## config.mk

```make
export PLATFORM = sky130hd
export DESIGN_NAME = serport_ctrl
export DESIGN_NICKNAME = d
export VERILOG_FILES = /design/src/rtl/serport_pkg.sv /design/src/rtl/serport_rxq.sv /design/src/rtl/serport_irq.sv /design/src/rtl/serport_ctrl.sv
export SDC_FILE = /design/constraint.sdc
export NUM_CORES = 1
export LEC_CHECK = 0
export BUFFER_PORTS_ARGS = -buffer_cell sky130_fd_sc_hd__buf_2
export CORE_UTILIZATION = 43
export CTS_CLUSTER_DIAMETER = 200
export DETAILED_ROUTE_END_ITERATION = 12
export PLACE_DENSITY_LB_ADDON = 0.3
export SLEW_MARGIN = 25
export SYNTH_ARGS = -nofsm -noshare
export SYNTH_HDL_FRONTEND = slang
export SYNTH_SLANG_ARGS = --single-unit
export TNS_END_PERCENT = 10
```

## constraint.sdc

```tcl
create_clock -name clk -period 7.64 [get_ports clk]
set_clock_uncertainty 0.2 [all_clocks]
set_input_delay 1.528 -clock clk [delete_from_list [all_inputs] [get_ports clk]]
set_output_delay 1.528 -clock clk [all_outputs]
set_load 0.1 [all_outputs]
```

## src/rtl/serport_pkg.sv

```systemverilog
package serport_pkg;
    localparam int BUS_AW = 6;
    localparam int DATA_W = 32;
    localparam int BYTE_W = 8;
    localparam int IDX_W  = BUS_AW - 2;

    // word indices (byte offset / 4)
    localparam logic [IDX_W-1:0] W_TXCTRL = 4'h0;
    localparam logic [IDX_W-1:0] W_DMAEN  = 4'h1;
    localparam logic [IDX_W-1:0] W_RXCTRL = 4'h2;
    localparam logic [IDX_W-1:0] W_DOUT   = 4'h7;
    localparam logic [IDX_W-1:0] W_POP    = 4'h8;
    localparam logic [IDX_W-1:0] W_PEEK   = 4'h9;
    localparam logic [IDX_W-1:0] W_MASK   = 4'hB;
    localparam logic [IDX_W-1:0] W_ACK    = 4'hC;
    localparam logic [IDX_W-1:0] W_RAW    = 4'hD;
    localparam logic [IDX_W-1:0] W_MASKED = 4'hE;

    localparam int B_DAV    = 16;
    localparam int B_TXIDLE = 22;
    localparam int B_TXRDY  = 24;
    localparam int B_RXEN   = 3;
    localparam int B_RXLVL  = 3;

    localparam logic [DATA_W-1:0] RXCTRL_RST = 32'h0001_0000;

    typedef enum logic [0:0] {ST_IDLE, ST_RESP} bus_st_e;
endpackage

```

## src/rtl/serport_rxq.sv

```systemverilog
module serport_rxq #(
    parameter int DEPTH = 16,
    parameter int W     = 8
) (
    input  logic         clk,
    input  logic         rst_n,
    input  logic         push,
    input  logic [W-1:0] din,
    input  logic         pop,
    output logic [W-1:0] head,
    output logic         empty,
    output logic         full,
    output logic         nonempty_nxt
);
    localparam int AW = $clog2(DEPTH);
    localparam int CW = AW + 1;

    logic [W-1:0]  mem [DEPTH];
    logic [AW-1:0] wp_q, rp_q;
    logic [CW-1:0] cnt_q, cnt_n;
    logic          pop_ok;

    assign empty  = (cnt_q == '0);
    assign full   = (cnt_q == CW'(DEPTH));
    assign pop_ok = pop && !empty;
    assign head   = mem[rp_q];

    always_comb begin
        unique case ({push, pop_ok})
            2'b10:   cnt_n = cnt_q + 1'b1;
            2'b01:   cnt_n = cnt_q - 1'b1;
            default: cnt_n = cnt_q;
        endcase
    end
    assign nonempty_nxt = (cnt_n != '0);

    always_ff @(posedge clk) begin
        if (!rst_n) begin
            wp_q  <= '0;
            rp_q  <= '0;
            cnt_q <= '0;
            for (int i = 0; i < DEPTH; i++) mem[i] <= '0;
        end else begin
            cnt_q <= cnt_n;
            if (push) begin
                mem[wp_q] <= din;
                wp_q      <= wp_q + 1'b1;
            end
            if (pop_ok) rp_q <= rp_q + 1'b1;
        end
    end


    no_overrun_chk: assert property (@(posedge clk) disable iff (!rst_n)
        push |-> !full);

    pop_empty_chk: assert property (@(posedge clk) disable iff (!rst_n)
        (pop && !push && empty) |=> empty);
endmodule

```

## src/rtl/serport_irq.sv

```systemverilog
module serport_irq #(
    parameter int DW  = 32,
    parameter int LVL = 3
) (
    input  logic          clk,
    input  logic          rst_n,
    input  logic          tx_wr,
    input  logic          ack_wr,
    input  logic          raw_wr,
    input  logic [DW-1:0] wdata,
    input  logic          upd,
    input  logic          level_nxt,
    input  logic [DW-1:0] mask,
    output logic [DW-1:0] raw_q,
    output logic [DW-1:0] ack_q,
    output logic [DW-1:0] masked,
    output logic          irq
);
    logic [DW-1:0] raw_n, ack_n, ackv;
    logic          pend_q, pend_n;

    always_comb begin
        raw_n  = raw_q;
        ack_n  = ack_q;
        pend_n = pend_q;
        ackv   = wdata;
        if (tx_wr) begin
            raw_n[1:0] = 2'b11;
            pend_n     = 1'b1;
        end
        if (ack_wr) begin
            if (pend_q) begin
                ackv[0] = 1'b0;
                pend_n  = 1'b0;
            end
            ack_n = ackv;
            raw_n = raw_n & ~ackv;
        end
        if (raw_wr) raw_n = wdata;
        if (upd) raw_n[LVL] = level_nxt;
    end

    always_ff @(posedge clk) begin
        if (!rst_n) begin
            raw_q  <= '0;
            ack_q  <= '0;
            pend_q <= 1'b0;
        end else begin
            raw_q  <= raw_n;
            ack_q  <= ack_n;
            pend_q <= pend_n;
        end
    end

    assign masked = raw_q & mask;
    assign irq    = |masked;


    tx_sets_chk: assert property (@(posedge clk) disable iff (!rst_n)
        tx_wr |=> (raw_q[1:0] == 2'b11) && pend_q);

    ack_keep0_chk: assert property (@(posedge clk) disable iff (!rst_n)
        (ack_wr && pend_q) |=> (raw_q[0] == $past(raw_q[0])) && !pend_q);

    lvl_hold_chk: assert property (@(posedge clk) disable iff (!rst_n)
        !upd |=> raw_q[LVL] == $past(raw_q[LVL]));
endmodule

```

## src/rtl/serport_ctrl.sv

```systemverilog
module serport_ctrl
    import serport_pkg::*;
#(
    parameter int FIFO_DEPTH = 16
) (
    input  logic              clk,
    input  logic              rst_n,
    input  logic              bus_req,
    input  logic              bus_we,
    input  logic [BUS_AW-1:0] bus_addr,
    input  logic [DATA_W-1:0] bus_wdata,
    output logic              bus_rvalid,
    output logic [DATA_W-1:0] bus_rdata,
    output logic              tx_valid,
    output logic [BYTE_W-1:0] tx_data,
    input  logic              rx_valid,
    input  logic [BYTE_W-1:0] rx_data,
    output logic              rx_ready,
    output logic              irq
);
    bus_st_e           st_q, st_n;
    logic              wr, rd, push, pop;
    logic [IDX_W-1:0]  widx;
    logic [DATA_W-1:0] txctrl_q, dmaen_q, rxctrl_q, dout_q, mask_q;
    logic [DATA_W-1:0] raw, ack, masked, stat, rmux, rdata_q;
    logic [BYTE_W-1:0] head;
    logic              empty, full, nonempty_nxt;
    logic              txv_q;
    logic [BYTE_W-1:0] txd_q;

    assign wr   = bus_req && bus_we;
    assign rd   = bus_req && !bus_we;
    assign widx = bus_addr[BUS_AW-1:2];

    assign rx_ready = rxctrl_q[B_RXEN] && !full;
    assign push     = rx_valid && rx_ready;
    assign pop      = rd && (widx == W_POP);

    serport_rxq #(.DEPTH(FIFO_DEPTH), .W(BYTE_W)) u_rxq (
        .clk(clk), .rst_n(rst_n), .push(push), .din(rx_data), .pop(pop),
        .head(head), .empty(empty), .full(full), .nonempty_nxt(nonempty_nxt)
    );

    serport_irq #(.DW(DATA_W), .LVL(B_RXLVL)) u_irq (
        .clk(clk), .rst_n(rst_n),
        .tx_wr(wr && widx == W_DOUT),
        .ack_wr(wr && widx == W_ACK),
        .raw_wr(wr && widx == W_RAW),
        .wdata(bus_wdata),
        .upd(wr || push),
        .level_nxt(nonempty_nxt),
        .mask(mask_q),
        .raw_q(raw), .ack_q(ack), .masked(masked), .irq(irq)
    );

    // plain storage registers and transmit strobe
    always_ff @(posedge clk) begin
        if (!rst_n) begin
            txctrl_q <= '0;
            dmaen_q  <= '0;
            rxctrl_q <= RXCTRL_RST;
            dout_q   <= '0;
            mask_q   <= '0;
            txv_q    <= 1'b0;
            txd_q    <= '0;
        end else begin
            txv_q <= 1'b0;
            if (wr) begin
                unique case (widx)
                    W_TXCTRL: txctrl_q <= bus_wdata;
                    W_DMAEN:  dmaen_q  <= bus_wdata;
                    W_RXCTRL: rxctrl_q <= bus_wdata;
                    W_MASK:   mask_q   <= bus_wdata;
                    W_DOUT: begin
                        dout_q <= bus_wdata;
                        txv_q  <= 1'b1;
                        txd_q  <= bus_wdata[BYTE_W-1:0];
                    end
                    default: ;
                endcase
            end
        end
    end
    assign tx_valid = txv_q;
    assign tx_data  = txd_q;

    always_comb begin
        stat            = '0;
        stat[BYTE_W-1:0] = head;
        stat[B_DAV]     = !empty;
        stat[B_TXIDLE]  = 1'b1;
        stat[B_TXRDY]   = 1'b1;
    end

    always_comb begin
        unique case (widx)
            W_TXCTRL: rmux = txctrl_q;
            W_DMAEN:  rmux = dmaen_q;
            W_RXCTRL: rmux = rxctrl_q;
            W_DOUT:   rmux = dout_q;
            W_POP:    rmux = stat;
            W_PEEK:   rmux = stat;
            W_MASK:   rmux = mask_q;
            W_ACK:    rmux = ack;
            W_RAW:    rmux = raw;
            W_MASKED: rmux = masked;
            default:  rmux = '0;
        endcase
    end

    always_ff @(posedge clk) begin
        if (!rst_n)  rdata_q <= '0;
        else if (rd) rdata_q <= rmux;
    end
    assign bus_rdata = rdata_q;

    // read-response state register
    always_ff @(posedge clk) begin
        if (!rst_n) st_q <= ST_IDLE;
        else        st_q <= st_n;
    end

    // next state and outputs
    always_comb begin
        st_n       = st_q;
        bus_rvalid = 1'b0;
        unique case (st_q)
            ST_IDLE: st_n = rd ? ST_RESP : ST_IDLE;
            ST_RESP: begin
                bus_rvalid = 1'b1;
                st_n       = rd ? ST_RESP : ST_IDLE;
            end
            default: st_n = ST_IDLE;
        endcase
    end


    rvalid_chk: assert property (@(posedge clk) disable iff (!rst_n)
        rd |=> bus_rvalid);

    aligned_chk: assert property (@(posedge clk) disable iff (!rst_n)
        bus_req |-> bus_addr[1:0] == 2'b00);

    tx_pulse_chk: assert property (@(posedge clk) disable iff (!rst_n)
        tx_valid |=> !tx_valid || $past(wr && widx == W_DOUT));
endmodule

```

==> out/results.tsv <==
metric	value	unit
antenna viol nets, final	0	
switch share	23.6	%
die width	208	um
Worst-Margin Slew	1180	ps
Most Crowded Layer GR	met2	
Sink Count	404	
Initial Util	43.5	%
Post-CTS Resized	0	
Setup violations, final	0	
Seq pwr share	48.0	%
Synth Net Count	2014	
Post-Route WL	59100	um
largest net degree at the start of global routing	97	
grt met3 use	5.04	%
list of most frequent post-synthesis cells	nand2_1 (490), dfxtp_1 (276), a21oi_1 (264), and2_1 (133), edfxtp_1 (128)	
Max Cap Viol	0	
Post-CTS Setup Bufs	0	
switching pwr	1110	uW
layout cell share with drive strength beyond 1	12.2	%
cell-internal power	3600	uW
critical path type	in2reg	
HP Class	reg2reg	
crit path capture type	flop	
PnR worst setup slack	3320	ps
Netlist cell types	73	
Post-layout nets	2044	
power share of the combinational group	5.4	%
Std-Cell Rows	75	
Synth Cell Area	18200	um2
Post-Synthesis Cells	1953	
#FFs+latches synth	404	
crit path launch type	primary input	
largest cells by area after synthesis	dfxtp_1 (30%), edfxtp_1 (21%), nand2_1 (10%), a21oi_1 (7.3%), and2_1 (4.6%)	
area of the core	41900	um2
number of global-route vias before repair	14385	
Layout Area Growth over Synthesis	12.2	%
first-pass GRT wire length	87600	um
Via Count	15289	
Yosys Warn Count	0	
gr usage total	26.8	%
crit path DAT	4570	ps
leading area contributor after synthesis	dfxtp_1	
Max Fanout on Critical Path	27	
area share of the largest cell type after synthesis	30.3	%
Hold Buf Count CTS	0	
RSZ-0062 raised after global routing	no	
Post-DP HPWL	37500	um
main flop type after synthesis	dfxtp_1	
Clock transition at path regs	60	ps
initial DRC count	1648	
share of the yosys chip area belonging to registers	51.4	%
Setup WS pre-CTS	2850	ps
final period utilization	56.5	%
gpl congestion	0.907	
CTS tree	yes	
DIE AREA	43200	um2
CTS H-tree lvls	2	
routing usage on met2	42.8	%
EDFF count, synth	128	
peak supply drop	180	uV
mean post-synth cell area	9.33	um2
Worst slew margin	21.2	%
final hold violation count	0	
Fin Setup TNS	0	ps
highest clock rate	232	MHz
P per Cell Area	230	nW/um2
wire length per cell	23.1	um
Clock power frac	46.6	%
Port Buffers	92	
Critical Path RT	7890	ps
Clock Latency Late Sink	570	ps
CTS max path bufs	3	
drt pass-1 iters	6	
status	complete, no violations	
top-count cell post-synth	nand2_1	
initial antenna violation count	5	
fin crit period	4320	ps
root buf cell	clkbuf_16	
Num CTS Buffers	44	
DRC	0	
grt met1 use	34.7	%
Lkg Pwr	0.00703	uW
Final Slew Violations	0	
Async SR Flop Fraction	0	%
drt via density	5.98	
total global routing overflow	0	
die height	208	um
Ports	95	
## power by group through the flow
| stage | Sequential [uW] | Combinational (uW) | Clock (uW) |
|---|---|---|---|
| 4_1_cts | 2260 | 247 | 2220 |
| 3_5_place_dp | 2310 | 247 | 0 |
| 3_3_place_gp | 2310 | 243 | 0 |
| 6_report | 2260 | 255 | 2190 |
| 2_1_floorplan | 2310 | 127 | 0 |
| 5_1_grt | 2260 | 264 | 2290 |
## logic make-up after synthesis
group           share of synthesized area (%)
compound gates                           16.3
mux                                      6.15
flops                                    51.4
fa+ha+maj                               0.728
simple gates                             20.5
xor+xnor                                0.385
buf+inv                                  4.49
## flip-flops by register name (all words and copies together), names as in the netlist, 4 cells and up, named ones only
name,count
u_rxq.wp_q,4
mask_q,32
u_irq.raw_q,32
dmaen_q,32
u_rxq.cnt_q,5
bus_rdata,32
u_rxq.rp_q,4
u_rxq.mem,128
rxctrl_q,32
u_irq.ack_q,32
dout_q,32
txctrl_q,32
## cells in the final DEF, fill, tap and decap left out, drive strengths merged, types with 4 or more instances in the layout
cell type,synthesis,final
a221o,4,4
a32o,5,5
a21oi,264,264
a31oi,4,4
edfxtp,128,128
nor2b,15,15
nand2b,11,11
dfxtp,276,276
and2,133,133
ha,9,9
a21o,7,7
mux4,32,32
inv,10,13
mux2i,22,22
mux2,9,9
a32oi,10,10
o21ai,43,43
nand2,490,490
a22oi,65,65
nor3b,8,8
xor2,6,6
a211oi,11,11
nand4,8,8
clkinv,1,12
buf,62,137
nand3,47,47
nor2,56,56
a221oi,11,11
a22o,13,13
o22ai,16,16
and3,12,12
o221ai,5,5
or3,4,4
clkbuf,89,57
nor3,21,21
bufinv,0,5
o211ai,10,10
## worst paths after layout
check,slack [ps],cells past startpoint,startpoint,end
max,3320,10,bus_addr[3],u_irq.raw_q[3]$_SDFFE_PN0P_
min,250,2,bus_rdata[31]$_SDFFE_PN0N_,bus_rdata[31]$_SDFFE_PN0N_
max reg2reg,3900,9,u_rxq.cnt_q[0]$_SDFF_PN0_,u_irq.raw_q[3]$_SDFFE_PN0P_
min reg2reg,250,2,bus_rdata[31]$_SDFFE_PN0N_,bus_rdata[31]$_SDFFE_PN0N_
## final cells by class
| cell class | count | area, um2 |
|---|---|---|
| clock inverter | 21 | 244 |
| tap | 539 | 674 |
| fill | 3874 | 21400 |
| sequential | 404 | 9370 |
| antenna | 1 | 2.50 |
| clock buffer | 57 | 1220 |
| multi-input combinational | 1385 | 8070 |
| timing repair buffer | 137 | 806 |
| inverter | 11 | 46.3 |
## routing by layer
| layer | part of all wire, % | routed length [um] |
|---|---|---|
| met5 | 0.10 | 62 |
| met3 | 9.7 | 5710 |
| met2 | 46 | 27300 |
| met1 | 40 | 23400 |
| met4 | 4.5 | 2680 |
## metrics by stage
stage | util (%) | power (uW) | std cells | cell area (um2) | hold WS [ps]
CTS | 48.8 | 4730 | 2553 | 20400 | 250
floorplan | - | 2440 | 1953 | 18200 | 232
global placement | 45.2 | 2550 | 2473 | 18900 | 232
detailed placement | 45.3 | 2550 | 2475 | 19000 | 238
global route | 48.8 | 4820 | 2555 | 20400 | 264
finish | 48.8 | 4710 | 2555 | 20400 | 246
## critical path: stages
cell and delay [ps]:
buf_2 520, nor2_1 270, o2111a_1 280, ha_1 310
fa_1 430, a21o_1 230, a2111oi_0 480, nor3b_1 110
nor3_1 280, a31oi_1 120
(Power assumes the default switching activity.)
